## config.mk

```make
export PLATFORM = sky130hd
export DESIGN_NAME = scf_frame_decoder
export DESIGN_NICKNAME = d
export VERILOG_FILES = /design/src/rtl/scf_pkg.sv /design/src/rtl/scf_pin_sync.sv /design/src/rtl/scf_rx.sv /design/src/rtl/scf_ctrl.sv /design/src/rtl/scf_tx.sv /design/src/rtl/scf_frame_decoder.sv
export SDC_FILE = /design/constraint.sdc
export NUM_CORES = 1
export LEC_CHECK = 0
export BUFFER_PORTS_ARGS = -buffer_cell sky130_fd_sc_hd__buf_2
export CAP_MARGIN = 5
export CORE_MARGIN = 2
export CORE_UTILIZATION = 60
export DETAILED_ROUTE_END_ITERATION = 16
export PLACE_DENSITY = 0.86
export SLEW_MARGIN = 20
export SYNTH_ARGS = -nofsm -noshare
export SYNTH_HDL_FRONTEND = slang
export SYNTH_SLANG_ARGS = --single-unit
```

## constraint.sdc

```tcl
create_clock -name clk -period 7.2 [get_ports clk]
set_clock_uncertainty 0.2 [all_clocks]
set_input_delay 0.36 -clock clk [delete_from_list [all_inputs] [get_ports clk]]
set_output_delay 0.36 -clock clk [all_outputs]
set_load 0.03 [all_outputs]
```

## src/rtl/scf_pkg.sv

```systemverilog
package scf_pkg;

  typedef enum logic [2:0] {
    FS_ID, FS_INS, FS_DATA, FS_STEP, FS_DONE
  } fstate_t;

  typedef enum logic [3:0] {
    OC_NONE, OC_RD_WIPER, OC_WR_WIPER, OC_RD_DREG, OC_WR_DREG,
    OC_D2W, OC_W2D, OC_ALL_D2W, OC_ALL_W2D, OC_STEP, OC_STATUS
  } opclass_t;

  typedef enum logic [2:0] {
    CK_WR_WIPER = 3'd0,
    CK_WR_DREG  = 3'd1,
    CK_D2W      = 3'd2,
    CK_W2D      = 3'd3,
    CK_ALL_D2W  = 3'd4,
    CK_ALL_W2D  = 3'd5,
    CK_STEP     = 3'd6
  } cmdkind_t;

  // Identification byte: type nibble, two zero bits, strapped address.
  function automatic logic id_match(input logic [7:0] b, input logic [3:0] idn,
                                    input logic [1:0] pins);
    return (b[7:4] == idn) && (b[3:2] == 2'b00) && (b[1:0] == pins);
  endfunction

  function automatic opclass_t classify(input logic [7:0] ins);
    opclass_t c;
    case (ins[7:4])
      4'b1001: c = OC_RD_WIPER;
      4'b1010: c = OC_WR_WIPER;
      4'b1011: c = OC_RD_DREG;
      4'b1100: c = OC_WR_DREG;
      4'b1101: c = OC_D2W;
      4'b1110: c = OC_W2D;
      4'b0001: c = OC_ALL_D2W;
      4'b1000: c = OC_ALL_W2D;
      4'b0010: c = OC_STEP;
      4'b0101: c = OC_STATUS;
      default: c = OC_NONE;
    endcase
    if (ins[1]) c = OC_NONE;
    return c;
  endfunction

  function automatic logic is_xfer(input opclass_t c);
    return (c == OC_D2W) || (c == OC_W2D) || (c == OC_ALL_D2W) || (c == OC_ALL_W2D);
  endfunction

  function automatic logic is_read(input opclass_t c);
    return (c == OC_RD_WIPER) || (c == OC_RD_DREG) || (c == OC_STATUS);
  endfunction

  function automatic logic is_write(input opclass_t c);
    return (c == OC_WR_WIPER) || (c == OC_WR_DREG);
  endfunction

  function automatic cmdkind_t kind_of(input opclass_t c);
    cmdkind_t k;
    case (c)
      OC_WR_WIPER: k = CK_WR_WIPER;
      OC_WR_DREG:  k = CK_WR_DREG;
      OC_D2W:      k = CK_D2W;
      OC_W2D:      k = CK_W2D;
      OC_ALL_D2W:  k = CK_ALL_D2W;
      OC_ALL_W2D:  k = CK_ALL_W2D;
      default:     k = CK_STEP;
    endcase
    return k;
  endfunction

endpackage

```

## src/rtl/scf_pin_sync.sv

```systemverilog
module scf_pin_sync (
  input  logic clk,
  input  logic rst_n,
  input  logic sck,
  input  logic cs_n,
  input  logic si,
  output logic cs_q,
  output logic si_q,
  output logic rise_evt,
  output logic fall_evt
);
  logic sck_q, sck_qq;

  always_ff @(posedge clk or negedge rst_n) begin
    if (!rst_n) begin
      sck_q  <= 1'b0;
      sck_qq <= 1'b0;
      cs_q   <= 1'b1;
      si_q   <= 1'b0;
    end else begin
      sck_q  <= sck;
      sck_qq <= sck_q;
      cs_q   <= cs_n;
      si_q   <= si;
    end
  end

  assign rise_evt = sck_q & ~sck_qq & ~cs_q;
  assign fall_evt = ~sck_q & sck_qq & ~cs_q;
endmodule

```

## src/rtl/scf_rx.sv

```systemverilog
module scf_rx #(
  parameter int BW = 8
) (
  input  logic                  clk,
  input  logic                  rst_n,
  input  logic                  cs_q,
  input  logic                  si_q,
  input  logic                  rise_evt,
  output logic                  byte_done,
  output logic [BW-1:0]         byte_val,
  output logic [$clog2(BW)-1:0] bit_idx
);
  localparam int CW = $clog2(BW);
  localparam logic [CW-1:0] LAST = CW'(BW - 1);

  logic [BW-1:0] sh;

  always_ff @(posedge clk or negedge rst_n) begin
    if (!rst_n) begin
      sh      <= '0;
      bit_idx <= '0;
    end else if (cs_q) begin
      bit_idx <= '0;
    end else if (rise_evt) begin
      sh      <= byte_val;
      bit_idx <= bit_idx + 1'b1;
    end
  end

  assign byte_val  = {sh[BW-2:0], si_q};
  assign byte_done = rise_evt && (bit_idx == LAST);
endmodule

```

## src/rtl/scf_ctrl.sv

```systemverilog
module scf_ctrl
  import scf_pkg::*;
#(
  parameter int         DW      = 6,
  parameter int         BW      = 8,
  parameter logic [3:0] ID_CODE = 4'b0101
) (
  input  logic          clk,
  input  logic          rst_n,
  input  logic          cs_q,
  input  logic          si_q,
  input  logic          rise_evt,
  input  logic          byte_done,
  input  logic [BW-1:0] byte_val,
  input  logic [1:0]    dev_addr,
  output logic          cmd_valid,
  output logic [2:0]    cmd_kind,
  output logic [1:0]    cmd_dr,
  output logic          cmd_wiper,
  output logic [DW-1:0] cmd_data,
  output logic          cmd_up,
  output logic          in_read,
  output logic          rd_from_dr,
  output logic          rd_status,
  output logic          id_fail
);
  fstate_t  state;
  opclass_t cls;
  opclass_t ins_cls;

  assign ins_cls    = classify(byte_val);
  assign id_fail    = byte_done && (state == FS_ID) && !id_match(byte_val, ID_CODE, dev_addr);
  assign in_read    = (state == FS_DATA) && is_read(cls);
  assign rd_from_dr = (cls == OC_RD_DREG);
  assign rd_status  = (cls == OC_STATUS);

  always_ff @(posedge clk or negedge rst_n) begin
    if (!rst_n) begin
      state     <= FS_ID;
      cls       <= OC_NONE;
      cmd_valid <= 1'b0;
      cmd_kind  <= 3'd0;
      cmd_dr    <= 2'd0;
      cmd_wiper <= 1'b0;
      cmd_data  <= '0;
      cmd_up    <= 1'b0;
    end else begin
      cmd_valid <= 1'b0;
      if (cs_q) begin
        state <= FS_ID;
      end else if (rise_evt) begin
        case (state)
          FS_ID: if (byte_done) state <= id_fail ? FS_DONE : FS_INS;
          FS_INS: if (byte_done) begin
            cls       <= ins_cls;
            cmd_dr    <= byte_val[3:2];
            cmd_wiper <= byte_val[0];
            if (is_xfer(ins_cls)) begin
              cmd_valid <= 1'b1;
              cmd_kind  <= kind_of(ins_cls);
              state     <= FS_DONE;
            end else if (ins_cls == OC_STEP) begin
              state <= FS_STEP;
            end else if (ins_cls == OC_NONE) begin
              state <= FS_DONE;
            end else begin
              state <= FS_DATA;
            end
          end
          FS_DATA: if (byte_done) begin
            if (is_write(cls)) begin
              cmd_valid <= 1'b1;
              cmd_kind  <= kind_of(cls);
              cmd_data  <= byte_val[DW-1:0];
            end
            state <= FS_DONE;
          end
          FS_STEP: begin
            cmd_valid <= 1'b1;
            cmd_kind  <= CK_STEP;
            cmd_up    <= si_q;
          end
          default: ;
        endcase
      end
    end
  end
endmodule

```

## src/rtl/scf_tx.sv

```systemverilog
module scf_tx #(
  parameter int BW = 8
) (
  input  logic                  clk,
  input  logic                  rst_n,
  input  logic                  cs_q,
  input  logic                  fall_evt,
  input  logic                  in_read,
  input  logic [$clog2(BW)-1:0] bit_idx,
  input  logic [BW-1:0]         word,
  output logic                  so_bit,
  output logic                  so_oe
);
  logic [BW-1:0] sh;

  always_ff @(posedge clk or negedge rst_n) begin
    if (!rst_n) begin
      sh     <= '0;
      so_bit <= 1'b0;
      so_oe  <= 1'b0;
    end else if (cs_q) begin
      sh     <= '0;
      so_bit <= 1'b0;
      so_oe  <= 1'b0;
    end else if (fall_evt) begin
      if (in_read) begin
        so_oe <= 1'b1;
        if (bit_idx == '0) begin
          so_bit <= word[BW-1];
          sh     <= word << 1;
        end else begin
          so_bit <= sh[BW-1];
          sh     <= sh << 1;
        end
      end else begin
        so_oe  <= 1'b0;
        so_bit <= 1'b0;
      end
    end
  end
endmodule

```

## src/rtl/scf_frame_decoder.sv

```systemverilog
module scf_frame_decoder #(
  parameter int         DW      = 6,
  parameter logic [3:0] ID_CODE = 4'b0101
) (
  input  logic          clk,
  input  logic          rst_n,
  input  logic          sck,
  input  logic          cs_n,
  input  logic          si,
  input  logic [1:0]    dev_addr,
  input  logic [DW-1:0] rd_data,
  input  logic          wr_busy,
  output logic          so_bit,
  output logic          so_oe,
  output logic          cmd_valid,
  output logic [2:0]    cmd_kind,
  output logic [1:0]    cmd_dr,
  output logic          cmd_wiper,
  output logic [DW-1:0] cmd_data,
  output logic          cmd_up,
  output logic          rd_from_dr
);
  localparam int BW = 8;
  localparam int CW = $clog2(BW);

  logic          cs_q, si_q, rise_evt, fall_evt;
  logic          byte_done, in_read, rd_status, id_fail;
  logic [BW-1:0] byte_val, tx_word;
  logic [CW-1:0] bit_idx;

  scf_pin_sync u_sync (
    .clk(clk), .rst_n(rst_n), .sck(sck), .cs_n(cs_n), .si(si),
    .cs_q(cs_q), .si_q(si_q), .rise_evt(rise_evt), .fall_evt(fall_evt)
  );

  scf_rx #(.BW(BW)) u_rx (
    .clk(clk), .rst_n(rst_n), .cs_q(cs_q), .si_q(si_q), .rise_evt(rise_evt),
    .byte_done(byte_done), .byte_val(byte_val), .bit_idx(bit_idx)
  );

  scf_ctrl #(.DW(DW), .BW(BW), .ID_CODE(ID_CODE)) u_ctrl (
    .clk(clk), .rst_n(rst_n), .cs_q(cs_q), .si_q(si_q), .rise_evt(rise_evt),
    .byte_done(byte_done), .byte_val(byte_val), .dev_addr(dev_addr),
    .cmd_valid(cmd_valid), .cmd_kind(cmd_kind), .cmd_dr(cmd_dr),
    .cmd_wiper(cmd_wiper), .cmd_data(cmd_data), .cmd_up(cmd_up),
    .in_read(in_read), .rd_from_dr(rd_from_dr), .rd_status(rd_status),
    .id_fail(id_fail)
  );

  assign tx_word = rd_status ? {{(BW-1){1'b0}}, wr_busy}
                             : {{(BW-DW){1'b0}}, rd_data};

  scf_tx #(.BW(BW)) u_tx (
    .clk(clk), .rst_n(rst_n), .cs_q(cs_q), .fall_evt(fall_evt),
    .in_read(in_read), .bit_idx(bit_idx), .word(tx_word),
    .so_bit(so_bit), .so_oe(so_oe)
  );
endmodule

```

==> impl_metrics.csv, run 1 <==
group,metric,value,unit
status,status,"finished, final reports clean",
synth,synthFlopType,"dfrtp_1",
synth,yosysWarnings,0,
sta,timing.fmax,384,MHz
power,comb_power_share,26.1,%
synth,yosysUniqueCellTypes,52,
worst_setup_path,arrival,2590,ps
place,port_buffers,30,
synth,synthArstFlopShare,100,%
layout,stdcell_area,2630,um^2
cts,cts-htree-levels,2,
die,core_area,3720,um^2
cts,cts_made_buffers,5,
power,seq_power_share,47.7,%
layout,fillers,297,
global_routing,grt_pass1_wl,7820,um
die,die_area,4410,um^2
cts,clockBufferDepth,2,
drt,viasPerCell,5.83,
sta,hold_viol_final,0,
layout,fin_nets,274,
global_routing,track_usage,23.2,%
die,die_h,66.4,um
cts,insertion_delay,290,ps
sta,tns,0,ps
power,power_density,232,nW/um^2
layout,diodes,0,
die,initial_utilization,62.9,%
worst_hold_path,min_path_type,"in -> async",
drt,drtIter0Drc,100,
global_routing,grt_pass1_vias,1659,
synth,synthesis.area,2340,um^2
layout,area_growth,12.4,%
cts,cts_tree,"done",
place,gp_congestion,0.818,
place,dpl-instance-area,2500,um^2
power,p_leak,1.26,nW
synth,synth-edff-count,0,
drt,ant_nets,0,
worst_setup_path,critPathMaxStageDelay,710,ps
cts,clock_sinks,44,
cts,root_buffer,"clkbuf_8",
die,die_x,66.4,um
place,hpwl,3130,um
worst_setup_path,path_max_fanout,13,
power,swShare,33.3,%
sta,fin_crit_sh,36.2,%
sta,slew_viol_final,0,
sta,grt_setup_unrepaired,"no",
run,cap_violations,0,
die,placementRows,22,
layout,fin_cells,302,
drt,drtPass1Iterations,4,
worst_setup_path,endpoint_kind,"flop",
cts,ctsResizeCount,0,
worst_setup_path,crit_required,7180,ps
power,vdd_drop_max,0.133,mV
die,io_pins,31,
global_routing,grt_max_degree,45,
global_routing,grt.overflow.total,0,
worst_setup_path,crit_type,"reg -> reg",
drt,num_vias,1762,
sta,fin_crit,2610,ps
power,p_sw,0.203,mW
worst_setup_path,cp_cell_sequence,"nor3b_2 > and2b_1 > nand4_1 > mux2_2",
drt,wl,4540,um
sta,finalSetupViolations,0,
synth,syn_area_per_cell,10.5,um^2
worst_setup_path,worstSetupStartpointType,"flop",
place,dp.cells,291,
sta,hold_slack,4.06,ps
drt,drc,0,
cts,clkTransAtPathRegs,80,ps
layout,drive_above_1_share,24.8,%
worst_setup_path,crit_slowest_cell,"nor3b_2",
synth,ys_seq_area_share,47.2,%
synth,syn-num-nets,244,
drt,wire_per_inst,15.0,um
synth,synth-seq-cells,44,
global_routing,antenna_found_initial,0,
power,p_int,0.407,mW
power,p_clk_share,26.2,%
synth,synthCells,223,
sta,tightest_slew,937,ps
sta,slew_headroom,37.6,%
cts,post_cts_buffers,0,
==> power groups by stage <==
stage / Sequential (mW) / Clock [mW] / Combinational [mW]
2_1_floorplan: 0.278 / 0 / 0.139
3_3_place_gp: 0.294 / 0 / 0.154
3_5_place_dp: 0.295 / 0 / 0.156
4_1_cts: 0.291 / 0.162 / 0.158
5_1_grt: 0.295 / 0.171 / 0.177
6_report: 0.291 / 0.160 / 0.159
==> per-layer routing <==
| metal | up-vias | global-route usage, % | part of all wire [%] |
|---|---|---|---|
| li1 | 860 | - | - |
| met1 | 858 | 34.2 | 49 |
| met2 | 38 | 34.9 | 47 |
| met3 | 6 | 3.92 | 4.1 |
| met4 | 0 | 7.65 | 0.66 |
| met5 | - | 0 | 0 |
==> metrics by stage <==
stage | total power [mW] | worst slack (ps) | util [%]
after global routing | 0.643 | 4450 | 70.7
after global placement | 0.448 | 4660 | 67.3
after floorplan | 0.418 | 4820 | -
after CTS | 0.611 | 4630 | 70.7
after detailed placement | 0.451 | 4650 | 67.3
final | 0.610 | 4590 | 70.7
==> state kept, by name (all words and copies together) (netlist names) <==
register and count:
u_ctrl.cls 4, u_ctrl.cmd_data 6, u_ctrl.cmd_dr 2, u_ctrl.cmd_kind 3, u_ctrl.cmd_up 1, u_ctrl.cmd_valid 1
u_ctrl.cmd_wiper 1, u_ctrl.state 3, u_rx.bit_idx 3, u_rx.sh 7, u_sync.cs_q 1, u_sync.sck_q 1
u_sync.sck_qq 1, u_sync.si_q 1, u_tx.sh 7, u_tx.so_bit 1, u_tx.so_oe 1
==> Yosys cell counts, types with 2 or more instances <==
| cell type | instances | area (um^2) |
|---|---|---|
| dfrtp_1 | 43 | 1080 |
| nand2_1 | 20 | 75.1 |
| nor2_1 | 18 | 67.6 |
| o21ai_0 | 17 | 85.1 |
| mux2_2 | 14 | 158 |
| inv_1 | 9 | 33.8 |
| ha_1 | 7 | 87.6 |
| clkbuf_1 | 6 | 22.5 |
| a21oi_1 | 5 | 25.0 |
| a22oi_1 | 5 | 37.5 |
| mux2i_1 | 5 | 50.1 |
| nand2b_1 | 5 | 31.3 |
| nor3b_1 | 5 | 37.5 |
| xnor2_1 | 5 | 43.8 |
| a21o_1 | 4 | 30.0 |
| o31ai_1 | 4 | 30.0 |
| nand3_1 | 3 | 15.0 |
| nand3b_1 | 3 | 22.5 |
| o21a_1 | 3 | 22.5 |
| a22o_1 | 2 | 17.5 |
| a31oi_1 | 2 | 12.5 |
| and3_1 | 2 | 12.5 |
| buf_1 | 2 | 7.51 |
| buf_4 | 2 | 15.0 |
| inv_2 | 2 | 7.51 |
| nand4_1 | 2 | 12.5 |
| nand4b_1 | 2 | 17.5 |
| nor4_1 | 2 | 12.5 |
==> area by class of cell <==
cell class | instances | area (um^2) | share of cell area [%]
clock buffer | 7 | 86.3 | 3.29
multi-input combinational | 158 | 1150 | 43.7
tap | 48 | 60.1 | 2.29
clock inverter | 1 | 7.51 | 0.286
sequential | 44 | 1100 | 42.0
timing repair buffer | 33 | 180 | 6.86
inverter | 11 | 41.3 | 1.57
==> layout by cell type (no fill, tap or decap), types with 6 or more instances in the layout <==
cell type / n
dfrtp_1: 43
buf_2: 30
nand2_1: 20
nor2_1: 18
o21ai_0: 17
mux2_2: 14
inv_1: 9
ha_1: 7
clkbuf_8: 6
==> worst max-delay path, delay by kind of cell (launching register included) <==
family | cells | cell delay, ps
flip-flops | 1 | 420
multiplexers | 1 | 430
AND/OR/NAND/NOR | 3 | 1440
==> logic make-up (layout without fill, tap and decap cells) <==
family                   Yosys count  count (layout)  share of synthesized area (%)
buffers and inverters             21              52                           3.69
multiplexers                      20              20                           9.37
adder cells (fa/ha/maj)            7               7                           3.75
XOR/XNOR                           6               6                           2.25
flip-flops                        44              44                           47.2
AND/OR/NAND/NOR                   71              71                           16.5
AO/OA/AOI/OAI                     54              54                           17.2
==> timing repair <==
| action | 4_1_cts | 5_1_grt |
|---|---|---|
| endpoints found under the hold margin | 3 | 0 |
| hold buffers | 3 | 0 |
| setup endpoints to repair | 0 | 0 |
==> worst paths after layout <==
path | startpoint | endpoint | slack, ps | cells after the start
min | rst_n | u_ctrl.cmd_kind[2] | 4 | 1
max reg2reg | u_sync.cs_q | u_ctrl.cls[2] | 4590 | 4
max in group asynchronous | rst_n | u_tx.sh[1] | 6210 | 1
min reg2reg | u_sync.sck_q | u_sync.sck_qq | 230 | 0
max | u_sync.cs_q | u_ctrl.cls[2] | 4590 | 4
min in group clk | rd_data[3] | u_tx.sh[4] | 170 | 3
Note: power is estimated with default switching activity, not from simulation.
==> inputs of run 2 (changes only) <==
--- a/config.mk
+++ b/config.mk
@@ -8,9 +8,9 @@
 export BUFFER_PORTS_ARGS = -buffer_cell sky130_fd_sc_hd__buf_2
 export CAP_MARGIN = 5
 export CORE_MARGIN = 2
-export CORE_UTILIZATION = 60
+export CORE_UTILIZATION = 57
 export DETAILED_ROUTE_END_ITERATION = 16
-export PLACE_DENSITY = 0.86
+export PLACE_DENSITY = 0.82
 export SLEW_MARGIN = 20
 export SYNTH_ARGS = -nofsm -noshare
 export SYNTH_HDL_FRONTEND = slang
==> constraint.sdc (replaced) <==
create_clock -name clk -period 2.65 [get_ports clk]
set_clock_uncertainty 0.2 [all_clocks]
set_input_delay 0.1325 -clock clk [delete_from_list [all_inputs] [get_ports clk]]
set_output_delay 0.1325 -clock clk [all_outputs]
set_load 0.03 [all_outputs]
==> run 2 against run 1 <==
Utilization down 1.0 points. Sequential share of layout area is 2.1 points lower. Setup slack lost 4500 ps. Fmax rose by 2.9%. Clock power grew to 3.5 times the previous value. Total power rose to 3.0 times the previous value. Design area grew 5.3%. Final cell count grew 4.3%. Combinational power grew to 2.9 times the previous value. Flip-flop and latch count unchanged. Critical path type unchanged.
==> impl_metrics.csv, run 2 (synthesized netlist as in run 1, its figures left out) <==
group,metric,value,unit
status,status,"finished, final reports clean",
sta,timing.fmax,395,MHz
sta,hold_viol_final,0,
global_routing,grt_pass1_vias,1621,
layout,utilization,69.7,%
cts,cts_made_buffers,5,
layout,fillers,284,
place,gp_congestion,0.836,
place,port_buffers,30,
power,power_density,655,nW/um^2
layout,final_cell_mix,"dfrtp_1 (43), buf_2 (30), nand2_1 (20)",
cts,clockBufferDepth,2,
cts,cts_tree,"done",
run,cap_violations,0,
sta,slew_headroom,37.2,%
drt,ant_nets,0,
global_routing,grt_pass1_wl,7850,um
power,p_leak,1.32,nW
layout,diodes,0,
cts,insertion_delay,300,ps
sta,tightest_slew,941,ps
place,dpl-instance-area,2520,um^2
worst_setup_path,critPathMaxStageDelay,460,ps
die,die_h,68.0,um
worst_setup_path,crit_slowest_cell,"or4b_1",
drt,drc,0,
sta,fin_crit_sh,95.6,%
worst_hold_path,hp-start,"u_sync.sck_q",
place,hpwl,3130,um
cts,root_buffer,"clkbuf_8",
drt,drtIter0Drc,102,
power,vdd_drop_max,0.445,mV
sta,grt_setup_unrepaired,"no",
sta,slew_viol_final,0,
worst_setup_path,startpoint,"u_rx.sh[4]",
drt,viasPerCell,5.69,
die,io_pins,31,
drt,drtPass1Iterations,4,
drt,num_vias,1792,
global_routing,grt.overflow.total,0,
worst_setup_path,regToRegSetupSlack,120,ps
die,initial_utilization,58.9,%
drt,wl,4700,um
die,die_x,68.0,um
sta,fin_crit,2530,ps
drt,wire_per_inst,14.9,um
sta,hold_slack,231,ps
layout,stdcell_area,2770,um^2
sta,tns,0,ps
global_routing,grt_max_degree,45,
die,placementRows,23,
die,core_area,3970,um^2
layout,drive_above_1_share,25.7,%
global_routing,antenna_found_initial,0,
sta,finalSetupViolations,0,
global_routing,track_usage,22.8,%
layout,fin_nets,285,
cts,cts-htree-levels,2,
worst_setup_path,cp_cell_sequence,"inv_1 > ha_2 > or4b_1 > a21o_1 > a21oi_4 > o311ai_4 > inv_2 > mux2_1",
worst_setup_path,endpoint_kind,"flop",
layout,top_regs,"u_rx.sh: 7 flops, u_tx.sh: 7 flops, u_ctrl.cmd_data: 6 flops",
sta,setup_slack,117,ps
worst_setup_path,reg2reg_from,"u_rx.sh[4]",
cts,clock_sinks,44,
worst_setup_path,worstSetupStartpointType,"flop",
layout,final_common_cell,"dfrtp_1",
worst_setup_path,crit_required,2640,ps
worst_setup_path,path_max_fanout,7,
place,place_ws,142,ps
die,die_area,4630,um^2
worst_hold_path,min_path_type,"reg -> reg",
worst_setup_path,arrival,2520,ps
cts,clkTransAtPathRegs,90,ps
worst_setup_path,crit_type,"reg -> reg",
layout,area_growth,18.4,%
==> run 2: cell count changes in the layout (fill, tap and decap cells not counted) <==
cell           change
buf_4              +3
bufinv_16          +1
clkbuf_1           -1
clkbuf_8           +1
clkinvlp_4         -1
dlygate4sd3_1      +8
ha_1               -1
ha_2               +1
==> run 2: layer usage <==
metal  vias up  routed length [um]  GRT usage [%]
met5         -                   0              0
met4         0                  67           7.50
met3         6                 223           5.26
met2        51                2110           33.0
met1       855                2300           33.7
li1        880                   -              -
==> run 2: metrics by stage <==
stage	power, mW	std cells
4_1_cts	1.81	314
3_3_place_gp	1.22	295
2_1_floorplan	1.13	223
6_report	1.81	315
5_1_grt	1.91	315
3_5_place_dp	1.23	295
==> run 2: power breakdown <==
group / internal, mW / total (mW) / switching, mW
Sequential: 0.709 / 0.788 / 0.0788
Clock: 0.333 / 0.559 / 0.226
Combinational: 0.200 / 0.466 / 0.266
Total: 1.24 / 1.81 / 0.571
==> run 2: critical path, delay by kind of cell (launching register included) <==
kind                       cells  cell delay [ps]
muxes                          1              310
DFF                            1              430
adders and majority gates      1              270
buffers and inverters          2              220
AOI/OAI and AO/OA              3              530
and+or+nand+nor                1              460
==> run 2: repair_timing <==
| action | 4_1_cts | 5_1_grt |
|---|---|---|
| setup endpoints to repair | 0 | 1 |
| hold buffers | 11 | 0 |
| gates resized for setup | 0 | 1 |
| buffers inserted | 0 | 1 |
| endpoints found under the hold margin | 52 | 0 |
==> run 2: layout make-up <==
type | instances | area (um^2) | share of cell area [%]
Inverter | 11 | 41.3 | 1.49
Clock buffer | 7 | 96.3 | 3.48
Timing Repair Buffer | 44 | 283 | 10.2
Clock inverter | 1 | 30.0 | 1.09
Tap cell | 50 | 62.6 | 2.26
Multi-Input combinational cell | 158 | 1150 | 41.6
Sequential cell | 44 | 1100 | 39.8
==> run 2: worst paths after layout <==
kind                                      end  cells past startpoint
setup / recovery           u_ctrl.cmd_kind[0]                      8
hold / removal                  u_sync.sck_qq                      0
setup reg to reg           u_ctrl.cmd_kind[0]                      8
hold reg to reg                 u_sync.sck_qq                      0
max in group asynchronous          u_tx.sh[5]                      2
min in group asynchronous    u_ctrl.cmd_valid                      2
